`config.mk`:
```
export PLATFORM = sky130hd
export DESIGN_NAME = adc3w_host
export DESIGN_NICKNAME = d
export VERILOG_FILES = /design/src/rtl/adc3w_pkg.sv /design/src/rtl/adc3w_sclk_gen.sv /design/src/rtl/adc3w_rx_shift.sv /design/src/rtl/adc3w_host.sv
export SDC_FILE = /design/constraint.sdc
export NUM_CORES = 1
export LEC_CHECK = 0
export ABC_CLOCK_PERIOD_IN_PS = 3900
export BUFFER_PORTS_ARGS = -buffer_cell sky130_fd_sc_hd__clkbuf_2
export CORE_MARGIN = 4
export CORE_UTILIZATION = 48
export DETAILED_ROUTE_END_ITERATION = 12
export PLACE_DENSITY = 0.7
export SLEW_MARGIN = 10
export SYNTH_ARGS = -nofsm -noshare
export SYNTH_HDL_FRONTEND = slang
export SYNTH_SLANG_ARGS = --single-unit
```
`constraint.sdc`:
```
create_clock -name clk -period 3.9 [get_ports clk]
set_clock_uncertainty 0.05 [all_clocks]
set_input_delay 0.585 -clock clk [delete_from_list [all_inputs] [get_ports clk]]
set_output_delay 0.585 -clock clk [all_outputs]
set_load 0.05 [all_outputs]
```
`src/rtl/adc3w_pkg.sv`:
```
package adc3w_pkg;
  typedef enum logic [1:0] {ST_IDLE, ST_WAIT, ST_XFER} adc3w_state_e;

  // effective half period of the serial clock
  function automatic int unsigned half_limit(input int unsigned d);
    return (d == 0) ? 1 : d;
  endfunction

  // command bit for serial slot idx (1..cfg_w), MSB of the word first
  function automatic logic cmd_bit(input logic [7:0] word, input int unsigned idx,
                                   input int unsigned cfg_w);
    return word[cfg_w - idx];
  endfunction
endpackage

```
`src/rtl/adc3w_sclk_gen.sv`:
```
module adc3w_sclk_gen #(
  parameter int DIV_W = 8
) (
  input  logic             clk,
  input  logic             rst_n,
  input  logic             en,
  input  logic [DIV_W-1:0] div_half,
  output logic             sclk,
  output logic             rise_evt,
  output logic             fall_evt
);
  import adc3w_pkg::*;

  logic [DIV_W-1:0] lim;
  logic [DIV_W-1:0] cnt;
  logic             edge_evt;

  assign lim      = DIV_W'(half_limit(int'(div_half)));
  assign edge_evt = en && (cnt == lim - 1'b1);
  assign rise_evt = edge_evt && !sclk;
  assign fall_evt = edge_evt && sclk;

  always_ff @(posedge clk or negedge rst_n) begin
    if (!rst_n) begin
      cnt  <= '0;
      sclk <= 1'b0;
    end else if (!en) begin
      cnt  <= '0;
      sclk <= 1'b0;
    end else if (edge_evt) begin
      cnt  <= '0;
      sclk <= ~sclk;
    end else begin
      cnt  <= cnt + 1'b1;
    end
  end

  AST_CNT_IN_RANGE: assert property (@(posedge clk) disable iff (!rst_n)
    en |-> cnt < lim);
endmodule

```
`src/rtl/adc3w_rx_shift.sv`:
```
module adc3w_rx_shift #(
  parameter int W = 12
) (
  input  logic         clk,
  input  logic         rst_n,
  input  logic         clr,
  input  logic         shift_en,
  input  logic         din,
  output logic [W-1:0] q
);
  always_ff @(posedge clk or negedge rst_n) begin
    if (!rst_n)        q <= '0;
    else if (clr)      q <= '0;
    else if (shift_en) q <= {q[W-2:0], din};
  end
endmodule

```
`src/rtl/adc3w_host.sv`:
```
module adc3w_host #(
  parameter int DIV_W       = 8,
  parameter int RES_W       = 12,
  parameter int CFG_W       = 3,
  parameter int CS_HIGH_MIN = 4
) (
  input  logic             clk,
  input  logic             rst_n,
  input  logic [DIV_W-1:0] div_half,
  input  logic             start,
  input  logic [CFG_W-1:0] cfg,
  output logic             busy,
  output logic             done,
  output logic [RES_W-1:0] result,
  output logic             null_err,
  output logic             cs_n,
  output logic             sclk,
  output logic             sdata_o,
  output logic             sdata_oe,
  input  logic             sdata_i
);
  import adc3w_pkg::*;

  localparam int NULL_IDX = CFG_W + 1;
  localparam int LAST_IDX = NULL_IDX + RES_W;
  localparam int IDX_W    = $clog2(LAST_IDX + 1);
  localparam int GAP_W    = $clog2(CS_HIGH_MIN + 2);
  localparam logic [IDX_W-1:0] NULL_I = IDX_W'(NULL_IDX);
  localparam logic [IDX_W-1:0] LAST_I = IDX_W'(LAST_IDX);
  localparam logic [IDX_W-1:0] CFG_I  = IDX_W'(CFG_W);

  adc3w_state_e     state;
  logic [IDX_W-1:0] bit_idx;
  logic [CFG_W-1:0] cfg_q;
  logic [GAP_W-1:0] gap_cnt;
  logic             nerr_q;
  logic [RES_W-1:0] rx_q;

  // named internal events
  logic in_xfer, rise_evt, fall_evt;
  logic frame_start, frame_end, null_sample, res_sample;

  assign in_xfer     = (state == ST_XFER);
  assign frame_start = (state == ST_WAIT) && (gap_cnt == '0);
  assign null_sample = in_xfer && rise_evt && (bit_idx == NULL_I);
  assign res_sample  = in_xfer && rise_evt && (bit_idx > NULL_I);
  assign frame_end   = in_xfer && fall_evt && (bit_idx == LAST_I);

  adc3w_sclk_gen #(.DIV_W(DIV_W)) i_sclk_gen (
    .clk(clk), .rst_n(rst_n), .en(in_xfer), .div_half(div_half),
    .sclk(sclk), .rise_evt(rise_evt), .fall_evt(fall_evt)
  );

  adc3w_rx_shift #(.W(RES_W)) i_rx_shift (
    .clk(clk), .rst_n(rst_n), .clr(frame_start), .shift_en(res_sample),
    .din(sdata_i), .q(rx_q)
  );

  always_ff @(posedge clk or negedge rst_n) begin
    if (!rst_n) begin
      state    <= ST_IDLE;
      bit_idx  <= '0;
      cfg_q    <= '0;
      gap_cnt  <= GAP_W'(CS_HIGH_MIN);
      nerr_q   <= 1'b0;
      busy     <= 1'b0;
      done     <= 1'b0;
      result   <= '0;
      null_err <= 1'b0;
      cs_n     <= 1'b1;
      sdata_o  <= 1'b0;
      sdata_oe <= 1'b0;
    end else begin
      done <= 1'b0;
      if (gap_cnt != '0) gap_cnt <= gap_cnt - 1'b1;
      case (state)
        ST_IDLE: if (start) begin
          cfg_q <= cfg;
          busy  <= 1'b1;
          state <= ST_WAIT;
        end
        ST_WAIT: if (frame_start) begin
          cs_n     <= 1'b0;
          sdata_oe <= 1'b1;
          sdata_o  <= 1'b1;
          bit_idx  <= '0;
          nerr_q   <= 1'b0;
          state    <= ST_XFER;
        end
        default: begin
          if (null_sample) nerr_q <= sdata_i;
          if (frame_end) begin
            cs_n     <= 1'b1;
            busy     <= 1'b0;
            done     <= 1'b1;
            result   <= rx_q;
            null_err <= nerr_q;
            gap_cnt  <= GAP_W'(CS_HIGH_MIN);
            state    <= ST_IDLE;
          end else if (fall_evt) begin
            bit_idx <= bit_idx + 1'b1;
            if (bit_idx < CFG_I)
              sdata_o <= cmd_bit(8'(cfg_q), int'(bit_idx) + 1, CFG_W);
            else if (bit_idx == CFG_I)
              sdata_oe <= 1'b0;
          end
        end
      endcase
    end
  end

  // cycles chip select has been high, for the gap check
  logic [31:0] hi_cnt;
  always_ff @(posedge clk or negedge rst_n) begin
    if (!rst_n)                 hi_cnt <= '0;
    else if (!cs_n)             hi_cnt <= '0;
    else if (hi_cnt != '1)      hi_cnt <= hi_cnt + 1'b1;
  end

  AST_SCLK_IDLE_LOW: assert property (@(posedge clk) disable iff (!rst_n)
    cs_n |-> !sclk);
  AST_NO_DRIVE_IDLE: assert property (@(posedge clk) disable iff (!rst_n)
    cs_n |-> !sdata_oe);
  AST_DATA_ON_FALL: assert property (@(posedge clk) disable iff (!rst_n)
    (!cs_n && !$past(cs_n) && !(!sclk && $past(sclk))) |-> $stable(sdata_o));
  AST_DONE_PULSE: assert property (@(posedge clk) disable iff (!rst_n)
    done |=> !done);
  AST_DONE_ENDS_BUSY: assert property (@(posedge clk) disable iff (!rst_n)
    done |-> (!busy && cs_n));
  AST_CS_GAP: assert property (@(posedge clk) disable iff (!rst_n)
    $fell(cs_n) |-> (hi_cnt >= 32'(CS_HIGH_MIN)));
endmodule

```
Word-level counts from Yosys, hierarchy flattened
Index checks and enable logic that the tools add are counted.
{"block": "word_totals", "memories": 0, "latch_bits": 0, "mem_bits_rw": 0, "out_inout_bits": 19, "romBits": 0, "inputBits": 15, "register_bits": 53}
{"block": "classes", "shift": 0, "n_mul": 0, "bitwise_logic": 4, "add_sub_neg": 6, "n_mux": 40, "div_mod_pow": 0, "reduce_logical": 32, "n_eq_ne": 11, "order_cmp": 3}
{"cell": "$lt 32x4->1 const B", "n": 1}
{"cell": "$mux 12", "n": 2}
{"cell": "$mux 8", "n": 3}
{"cell": "$mux 1", "n": 18}
{"cell": "$mux 5", "n": 3}
{"cell": "$reduce_bool 2->1", "n": 7}
{"cell": "$reduce_and 3->1", "n": 4}
{"cell": "$pmux 1 s2", "n": 5}
{"cell": "$pmux 5 s2", "n": 1}
{"cell": "$logic_and 1x1->1", "n": 9}
{"cell": "$mux 3", "n": 3}
{"cell": "$add 8x1->8 const B", "n": 1}
{"cell": "$eq 8x8->1", "n": 1}
{"cell": "$logic_not 8->1", "n": 1}
{"cell": "$ne 2x2->1 const B", "n": 4}
{"cell": "$sub 8x1->8 const B", "n": 1}
{"cell": "$sub 2x6->7 const A", "n": 1}
{"cell": "$add 5x1->6 const B", "n": 1}
{"cell": "$mux 2", "n": 3}
{"cell": "$reduce_and 6->1", "n": 1}
{"cell": "$reduce_bool 3->1", "n": 2}
{"cell": "$add 5x1->5 const B", "n": 1}
{"cell": "$eq 5x2->1 const B", "n": 1}
{"cell": "$eq 5x3->1 const B", "n": 1}
{"cell": "17 further kinds", "n": 21}

Logic depth before layout (Yosys ltp)
Gate-level depths: netlist of run 1.
{"block": "logic_depth", "depth_word": 10, "mapped_depth": 11}

Modules after synthesis
Synthesis of run 1 repeated with hierarchy kept, for this count alone.
{"block": "hier_totals", "cells_unflattened": 238, "hier_area_um2": 2727.6}
{"mod": "adc3w_host", "area_per_inst_um2": 1564.0, "instances": 1, "seq_area_each_um2": 803.3, "cells_each": 126}
{"mod": "adc3w_sclk_gen", "area_per_inst_um2": 683.2, "instances": 1, "seq_area_each_um2": 225.2, "cells_each": 74}
{"mod": "adc3w_rx_shift", "area_per_inst_um2": 480.5, "instances": 1, "seq_area_each_um2": 300.3, "cells_each": 38}

Least setup slack after synthesis of run 1
OpenSTA, ideal clock, no wires.
{"block": "synth_path", "path_type": "input-to-reg", "from": "input port div_half[1]", "to": "register null_err", "arrival_ns": 2.983, "required_time_ns": 3.725, "path_buffers": 2, "slack_ns": 0.742, "path_stages": 11, "cell_sequence": "nor4_1 a21oi_1 ha_1 xor2_1 or2_2 o21ai_0 and3_1 buf_2 nand4_4 buf_2 mux2_2"}
{"block": "synth_between", "elab_chain_len": 9}
{"item": "from (decl)", "line": "adc3w_host.sv:9", "text": "input logic [DIV_W-1:0] div_half,"}
{"item": "$logic_not 8->1", "line": "adc3w_pkg.sv:6", "text": "return (d == 0) ? 1 : d;"}
{"item": "$mux 8 *", "line": "adc3w_pkg.sv:6"}
{"item": "$sub 8x1->8 *", "line": "adc3w_sclk_gen.sv:19", "text": "assign edge_evt = en && (cnt == lim - 1'b1);"}
{"item": "$eq 8x8->1 *", "line": "adc3w_sclk_gen.sv:19"}
{"item": "$logic_and 1x1->1 *", "line": "adc3w_sclk_gen.sv:19"}
{"item": "$logic_and 1x1->1 *", "line": "adc3w_sclk_gen.sv:21", "text": "assign fall_evt = edge_evt && sclk;"}
{"item": "$logic_and 1x1->1 * (2 in a row)", "line": "adc3w_host.sv:47", "text": "assign frame_end = in_xfer && fall_evt && (bit_idx == LAST_I);"}
{"item": "$reduce_and 2->1 (no source line) *"}
{"item": "to (signal assigned)", "line": "adc3w_host.sv:97", "text": "null_err <= nerr_q;"}
{"item": "to (decl)", "line": "adc3w_host.sv:15", "text": "output logic null_err,"}
Mark *: on every way between the ends. The rest lies on a longest branch, timed or not.
A chain may end at the register's enable or synchronous reset.

Worst setup path after layout of run 1
{"block": "layout_path", "from": "input port div_half[3]", "to": "register result[11]"}
{"block": "layout_between", "elab_chain_len": 9}
{"item": "$logic_not 8->1", "line": "adc3w_pkg.sv:6"}
{"item": "$mux 8 *", "line": "adc3w_pkg.sv:6"}
{"item": "$sub 8x1->8 *", "line": "adc3w_sclk_gen.sv:19"}
{"item": "$eq 8x8->1 *", "line": "adc3w_sclk_gen.sv:19"}
{"item": "$logic_and 1x1->1 *", "line": "adc3w_sclk_gen.sv:19"}
{"item": "$logic_and 1x1->1 *", "line": "adc3w_sclk_gen.sv:21"}
{"item": "$logic_and 1x1->1 * (2 in a row)", "line": "adc3w_host.sv:47"}
{"item": "$reduce_and 2->1 (no source line) *"}
{"item": "to (signal assigned)", "line": "adc3w_host.sv:96", "text": "result <= rx_q;"}
{"item": "to (decl)", "line": "adc3w_host.sv:14", "text": "output logic [RES_W-1:0] result,"}
Marked as above.

==> impl_metrics.env, run 1 <==
export IMPL_period_minus_slack_ns=3.23
export IMPL_grt_pass1_vias=1824
export IMPL_gp_congestion=0.836
export IMPL_hp_class="in -> async"
export IMPL_insertion_delay_ns=0.30
export IMPL_nets=302
export IMPL_path_max_fanout=15
export IMPL_ys_flop_type="dfrtp_1"
export IMPL_ys_types=45
export IMPL_core_um2=5270
export IMPL_worstPathArrival_ns=3.38
export IMPL_dr_pass1_iters=4
export IMPL_fin_tns_setup_ns=0
export IMPL_syn_area_um2=2680
export IMPL_drive_above_1_share_pct=25.9
export IMPL_cp_required_ns=4.05
export IMPL_htreeDepth=2
export IMPL_track_usage_pct=16.0
export IMPL_drtIter0Drc=137
export IMPL_worstSetupPathType="in -> reg"
export IMPL_grt_ovfl_total=0
export IMPL_r2r_cells=6
export IMPL_post_cts_buffers=0
export IMPL_final_antenna_net_count=0
export IMPL_met1_usage_pct=23.4
export IMPL_die_height_um=82.8
export IMPL_cts_sinks=53
export IMPL_start_kind="input port"
export IMPL_slew_headroom_pct=49.5
export IMPL_hold_viol=0
export IMPL_grt_antenna_before_repair=0
export IMPL_grt_pass1_wl_um=8450
export IMPL_fillCellCount=479
export IMPL_num_antenna_cells=0
export IMPL_cts_buffers=5
export IMPL_syn_nets=269
export IMPL_grt_max_degree=35
export IMPL_status="finished clean"
export IMPL_avgRoutedWirePerCell_um=14.2
export IMPL_avgSynthCellArea_um2=10.8
export IMPL_place_area_um2=2910
export IMPL_p_per_area_nw_per_um2=341
export IMPL_multiInputGateArea_um2=1280
export IMPL_r2r_slack_ns=1.42
export IMPL_die_area_um2=6850
export IMPL_drc=0
export IMPL_grt_util_met2_pct=24.4
export IMPL_synth_top_cell_by_area="dfrtp_1"
export IMPL_post_cts_hold_buffer_count=0
export IMPL_finalWirelength_um=4980
export IMPL_synth_edf_count=0
export IMPL_synth_common_cells="dfrtp_1, nand2_1, mux2_2"
export IMPL_period_share_pct=82.9
export IMPL_seq_area_um2=1330
export IMPL_root_buffer="clkbuf_8"
export IMPL_drv_slew=0
export IMPL_path_clk_slew_ns=0.10
export IMPL_synth_top_area_share_pct=47.6
export IMPL_seq_area_frac_synth_pct=49.5
export IMPL_cts_tree="yes"
export IMPL_yosys_warnings=0
export IMPL_cap_violations=0
export IMPL_yosysMostFrequentCell="dfrtp_1"
export IMPL_num_rows=26
export IMPL_via_count=1919
export IMPL_crit_path_end_kind="flop"
export IMPL_use_met3_pct=3.47
export IMPL_worst_slew_pin_slew_ns=0.751
export IMPL_area_growth_pct=11.9
export IMPL_io_pins=34
export IMPL_hpwl_um=3740
export IMPL_initial_core_util_pct=50.9
export IMPL_max_clock_path_buffers=2
export IMPL_ys_ff_latch=53
export IMPL_leakage_nw=1.44
export IMPL_vdd_drop_max_mv=0.335
export IMPL_synthArstFlopShare_pct=100
export IMPL_max_freq_mhz=309
export IMPL_synth_area_top_cells="dfrtp_1, mux2_2, mux2i_1"
export IMPL_vias_per_cell=5.45
export IMPL_final_core_util_pct=57.0
export IMPL_fin_area_um2=3000
export IMPL_die_x_um=82.8
export IMPL_syn_instance_count=248
export IMPL_setup_viol=0
export IMPL_port_buffers=33
export IMPL_cts_resized=0
export IMPL_busiest_layer="met2"
export IMPL_rsz0062_at_grt="false"
## per-layer routing
metal | up-vias | part of all wire (%)
met5 | - | 0
met4 | 0 | 0.96
met3 | 5 | 4.9
met2 | 37 | 45
met1 | 935 | 49
li1 | 942 | -
## final timing paths
path                              startpoint         endpoint
min                                    rst_n       gap_cnt[0]
max in group asynchronous              rst_n       gap_cnt[2]
min reg2reg                             busy             busy
min in group clk                        busy             busy
max                              div_half[3]       result[11]
max reg2reg                i_sclk_gen.cnt[5]  i_rx_shift.q[7]
## cell usage in the layout (no fill, tap or decap), types with 4 or more instances in the layout
master / n
mux2i_1: 13
nand3_1: 10
inv_1: 11
dfrtp_1: 51
nor2b_1: 5
nand2_1: 25
nand2b_1: 4
and3_1: 6
xnor2_1: 8
a21oi_1: 4
o21ai_0: 8
mux2_2: 19
nor2_1: 15
clkbuf_2: 33
xor2_1: 9
clkbuf_8: 5
ha_1: 6
nor3_1: 8
## flip-flops by register name (all words and copies together) (netlist names), 2 cells and up
name / cells
bit_idx: 5
state: 2
gap_cnt: 3
result: 12
i_sclk_gen.cnt: 8
i_rx_shift.q: 12
cfg_q: 3
## stage by stage
stage	setup slack, ns	cells	total power (W)	hold slack (ns)
floorplan	0.742	248	0.000678	0.239
global placement	0.449	344	0.000714	0.425
detailed placement	0.334	344	0.000725	0.420
CTS	0.645	352	0.00104	0.188
global route	0.363	352	0.00108	0.208
finish	0.666	352	0.00102	0.172
## cell families (layout without fill, tap and decap cells)
family | Yosys count | in the layout | share of synthesized area, %
multiplexers | 32 | 32 | 12.8
flip-flops | 53 | 53 | 49.5
adder cells (fa/ha/maj) | 6 | 6 | 2.80
XOR/XNOR | 17 | 17 | 5.55
AND/OR/NAND/NOR | 92 | 92 | 18.5
AO/OA/AOI/OAI | 29 | 29 | 7.98
buffers and inverters | 19 | 53 | 2.80
## power by group
group,internal [W],switching (W),total (W)
Sequential,0.000573,0.0000102,0.000583
Combinational,0.0000533,0.0000718,0.000125
Clock,0.000130,0.000186,0.000316
## critical path, cell delays in order
cell and delay [ns]:
clkbuf_2 0.12, nor4_1 0.37, a21oi_1 0.18, ha_1 0.27
xor2_1 0.17, or2_2 0.28, o21ai_0 0.35, and3_1 0.36
nand4_4 0.30, mux2_2 0.38
## layout make-up
cell class | instances | area share, %
inverter | 11 | 1.38
timing repair buffer | 34 | 5.75
clock inverter | 3 | 0.833
tap | 70 | 2.92
multi-input combinational | 176 | 42.6
clock buffer | 5 | 2.29
sequential | 53 | 44.2
Note: power is estimated with default switching activity, not from simulation.
==> run 2, diff against run 1 <==
- ABC_AREA: default -> 1
- ABC_CLOCK_PERIOD_IN_PS: 3900 -> 2900
- PLACE_DENSITY: 0.7 -> 0.72
- clock period: 3.9 -> 2.9 ns (I/O delays scaled with it)
==> run 2 against run 1 <==
Net effect: utilization grew 0.17 points; register-to-register slack lost 0.61 ns; final area grew 6.1%; critical path type unchanged; critical endpoint is now i_rx_shift.q[1]; largest cell class unchanged; highest routed layer unchanged.
==> impl_metrics.env, run 2 <==
export IMPL_r2r_start="i_sclk_gen.cnt[5]"
export IMPL_cp_required_ns=3.04
export IMPL_path_common_cell="nand2_1"
export IMPL_synth_top_area_share_pct=45.6
export IMPL_root_buffer="clkbuf_8"
export IMPL_leakage_nw=1.79
export IMPL_seq_area_frac_synth_pct=47.5
export IMPL_drc=0
export IMPL_die_x_um=84.3
export IMPL_ys_types=35
export IMPL_via_count=2289
export IMPL_yosys_warnings=0
export IMPL_worstSetupPathType="in -> reg"
export IMPL_hp_class="in -> async"
export IMPL_finalWirelength_um=5540
export IMPL_final_antenna_net_count=0
export IMPL_dr_pass1_iters=4
export IMPL_area_growth_pct=13.9
export IMPL_drtIter0Drc=127
export IMPL_cts_resized=0
export IMPL_path_max_fanout=15
export IMPL_num_antenna_cells=0
export IMPL_drive_above_1_share_pct=17.1
export IMPL_synth_top_cell_by_area="dfrtp_1"
export IMPL_max_clock_path_buffers=2
export IMPL_nets=418
export IMPL_num_rows=27
export IMPL_synth_common_cells="nand2_1, dfrtp_1, inv_1"
export IMPL_hold_viol=0
export IMPL_synth_area_top_cells="dfrtp_1, nand2_1, inv_1"
export IMPL_grt_max_degree=30
export IMPL_cp_startpoint="div_half[5]"
export IMPL_drv_slew=0
export IMPL_io_pins=34
export IMPL_crit_slowest_cell="or2_1"
export IMPL_cts_tree="yes"
export IMPL_synth_compound_area_share_pct=5.41
export IMPL_final_common_cell="nand2_1"
export IMPL_grt_pass1_vias=2217
export IMPL_synth_area_mux_share_pct=1.21
export IMPL_post_cts_buffers=0
export IMPL_period_share_pct=88.4
export IMPL_status="finished clean"
export IMPL_synth_fa_ha_area_share_pct=2.68
export IMPL_setup_viol=0
export IMPL_syn_nets=377
export IMPL_yosysMostFrequentCell="nand2_1"
export IMPL_crit_family="simple AND/OR/NAND/NOR gates"
export IMPL_worstPathArrival_ns=2.71
export IMPL_core_um2=5570
export IMPL_crit_path_end_kind="flop"
export IMPL_insertion_delay_ns=0.30
export IMPL_grt_antenna_before_repair=0
export IMPL_die_area_um2=7110
export IMPL_hpwl_um=4190
export IMPL_max_freq_mhz=390
export IMPL_syn_instance_count=356
export IMPL_fin_ws_ns=0.335
export IMPL_period_minus_slack_ns=2.56
export IMPL_cts_buffers=5
export IMPL_final_cell_mix="nand2_1, dfrtp_1, inv_1"
export IMPL_ys_ff_latch=53
export IMPL_fin_tns_setup_ns=0
export IMPL_gp_congestion=0.905
export IMPL_rsz0062_at_grt="false"
export IMPL_ys_flop_type="dfrtp_1"
export IMPL_top_regs="i_rx_shift.q: 12 flops, result: 12 flops, i_sclk_gen.cnt: 8 flops"
export IMPL_post_cts_hold_buffer_count=0
export IMPL_vdd_drop_max_mv=0.368
export IMPL_initial_core_util_pct=50.2
export IMPL_die_height_um=84.3
export IMPL_yosys_area_share_simple_pct=32.8
export IMPL_vias_per_cell=4.87
export IMPL_synth_top_family_by_area="simple AND/OR/NAND/NOR gates"
export IMPL_avgRoutedWirePerCell_um=11.8
export IMPL_path_clk_slew_ns=0.10
export IMPL_start_kind="input port"
export IMPL_port_buffers=33
export IMPL_synthArstFlopShare_pct=100
export IMPL_htreeDepth=2
export IMPL_avgSynthCellArea_um2=7.86
export IMPL_critPathMaxStageDelay_ns=0.26
export IMPL_track_usage_pct=16.6
export IMPL_path_cells="clkbuf_2, inv_1, nand2_1, nor2_4, nand2_4, nand2_1, inv_1, ha_1, or2_1, nand2_1, nand2_1, nand2_1, nand3_1, nor2_1, nand3_2, nor2_4, nand2_4, nor2_8, nor2_1, nand2_1, nand2_1"
export IMPL_synth_edf_count=0
export IMPL_syn_area_um2=2800
export IMPL_grt_ovfl_total=0
export IMPL_synth_xor_area_share_pct=2.82
export IMPL_slew_headroom_pct=53.3
export IMPL_p_per_area_nw_per_um2=605
export IMPL_grt_pass1_wl_um=9960
export IMPL_cap_violations=0
export IMPL_path_buf_inv=3
export IMPL_worst_slew_pin_slew_ns=0.701
export IMPL_pre_cts_slack_ns=-0.00802
export IMPL_cts_sinks=53
[run 2: changes by cell type in the layout (fill, tap and decap cells not counted), moves of 9 or more]
cell     previous run  this run
inv_1              11        40
mux2_2             19         3
mux2i_1            13         0
nand2_1            25       119
nor2_1             15        39
o21ai_1             0         9
[run 2: stage by stage]
| step | utilization [%] | cells | area [µm²] | total power (W) | hold slack [ns] |
|---|---|---|---|---|---|
| after floorplan | - | 356 | 2800 | 0.00132 | 0.0894 |
| after global placement | 55.2 | 462 | 3070 | 0.00144 | 0.409 |
| after detailed placement | 55.2 | 462 | 3070 | 0.00145 | 0.408 |
| after CTS | 57.1 | 470 | 3190 | 0.00195 | 0.144 |
| after global routing | 57.1 | 470 | 3190 | 0.00208 | 0.175 |
| final | 57.1 | 470 | 3190 | 0.00193 | 0.117 |
[run 2: worst paths after layout]
path                                        end  slack, ns  cells past startpoint
worst max-delay path            i_rx_shift.q[1]       0.34                     21
worst min-delay path                  result[9]       0.12                      1
worst max register to register  i_rx_shift.q[1]       0.81                     12
worst min register to register             cs_n       0.42                      2
max in group asynchronous               sdata_o       2.03                      2
min in group clk                       cfg_q[0]       0.31                      2
[run 2: cell type report]
cell class | count | area (µm²)
sequential | 53 | 1330
clock buffer | 6 | 72.6
clock inverter | 2 | 38.8
inverter | 47 | 176
tap | 72 | 90.1
fill | 526 | 2390
multi-input combinational | 251 | 1260
timing repair buffer | 39 | 223
[run 2: cell families (layout without fill, tap and decap cells)]
group | count (synthesis) | in the layout
adder cells (fa/ha/maj) | 6 | 6
AO/OA/AOI/OAI | 29 | 29
multiplexers | 3 | 3
AND/OR/NAND/NOR | 204 | 204
XOR/XNOR | 9 | 9
flip-flops | 53 | 53
buffers and inverters | 52 | 94
[run 2: report_power, final]
group,switching (W),internal [W]
registers,0.0000968,0.000837
clock network,0.000236,0.000259
logic,0.000293,0.000205
total,0.000625,0.00130
[run 2: per-layer routing]
layer	GRT usage [%]	vias to the layer above	wire length (µm)
met1	23.0	1057	2660
met3	3.73	2	229
met2	26.7	35	2620
li1	-	1195	-
met4	3.60	0	29
met5	0	-	0
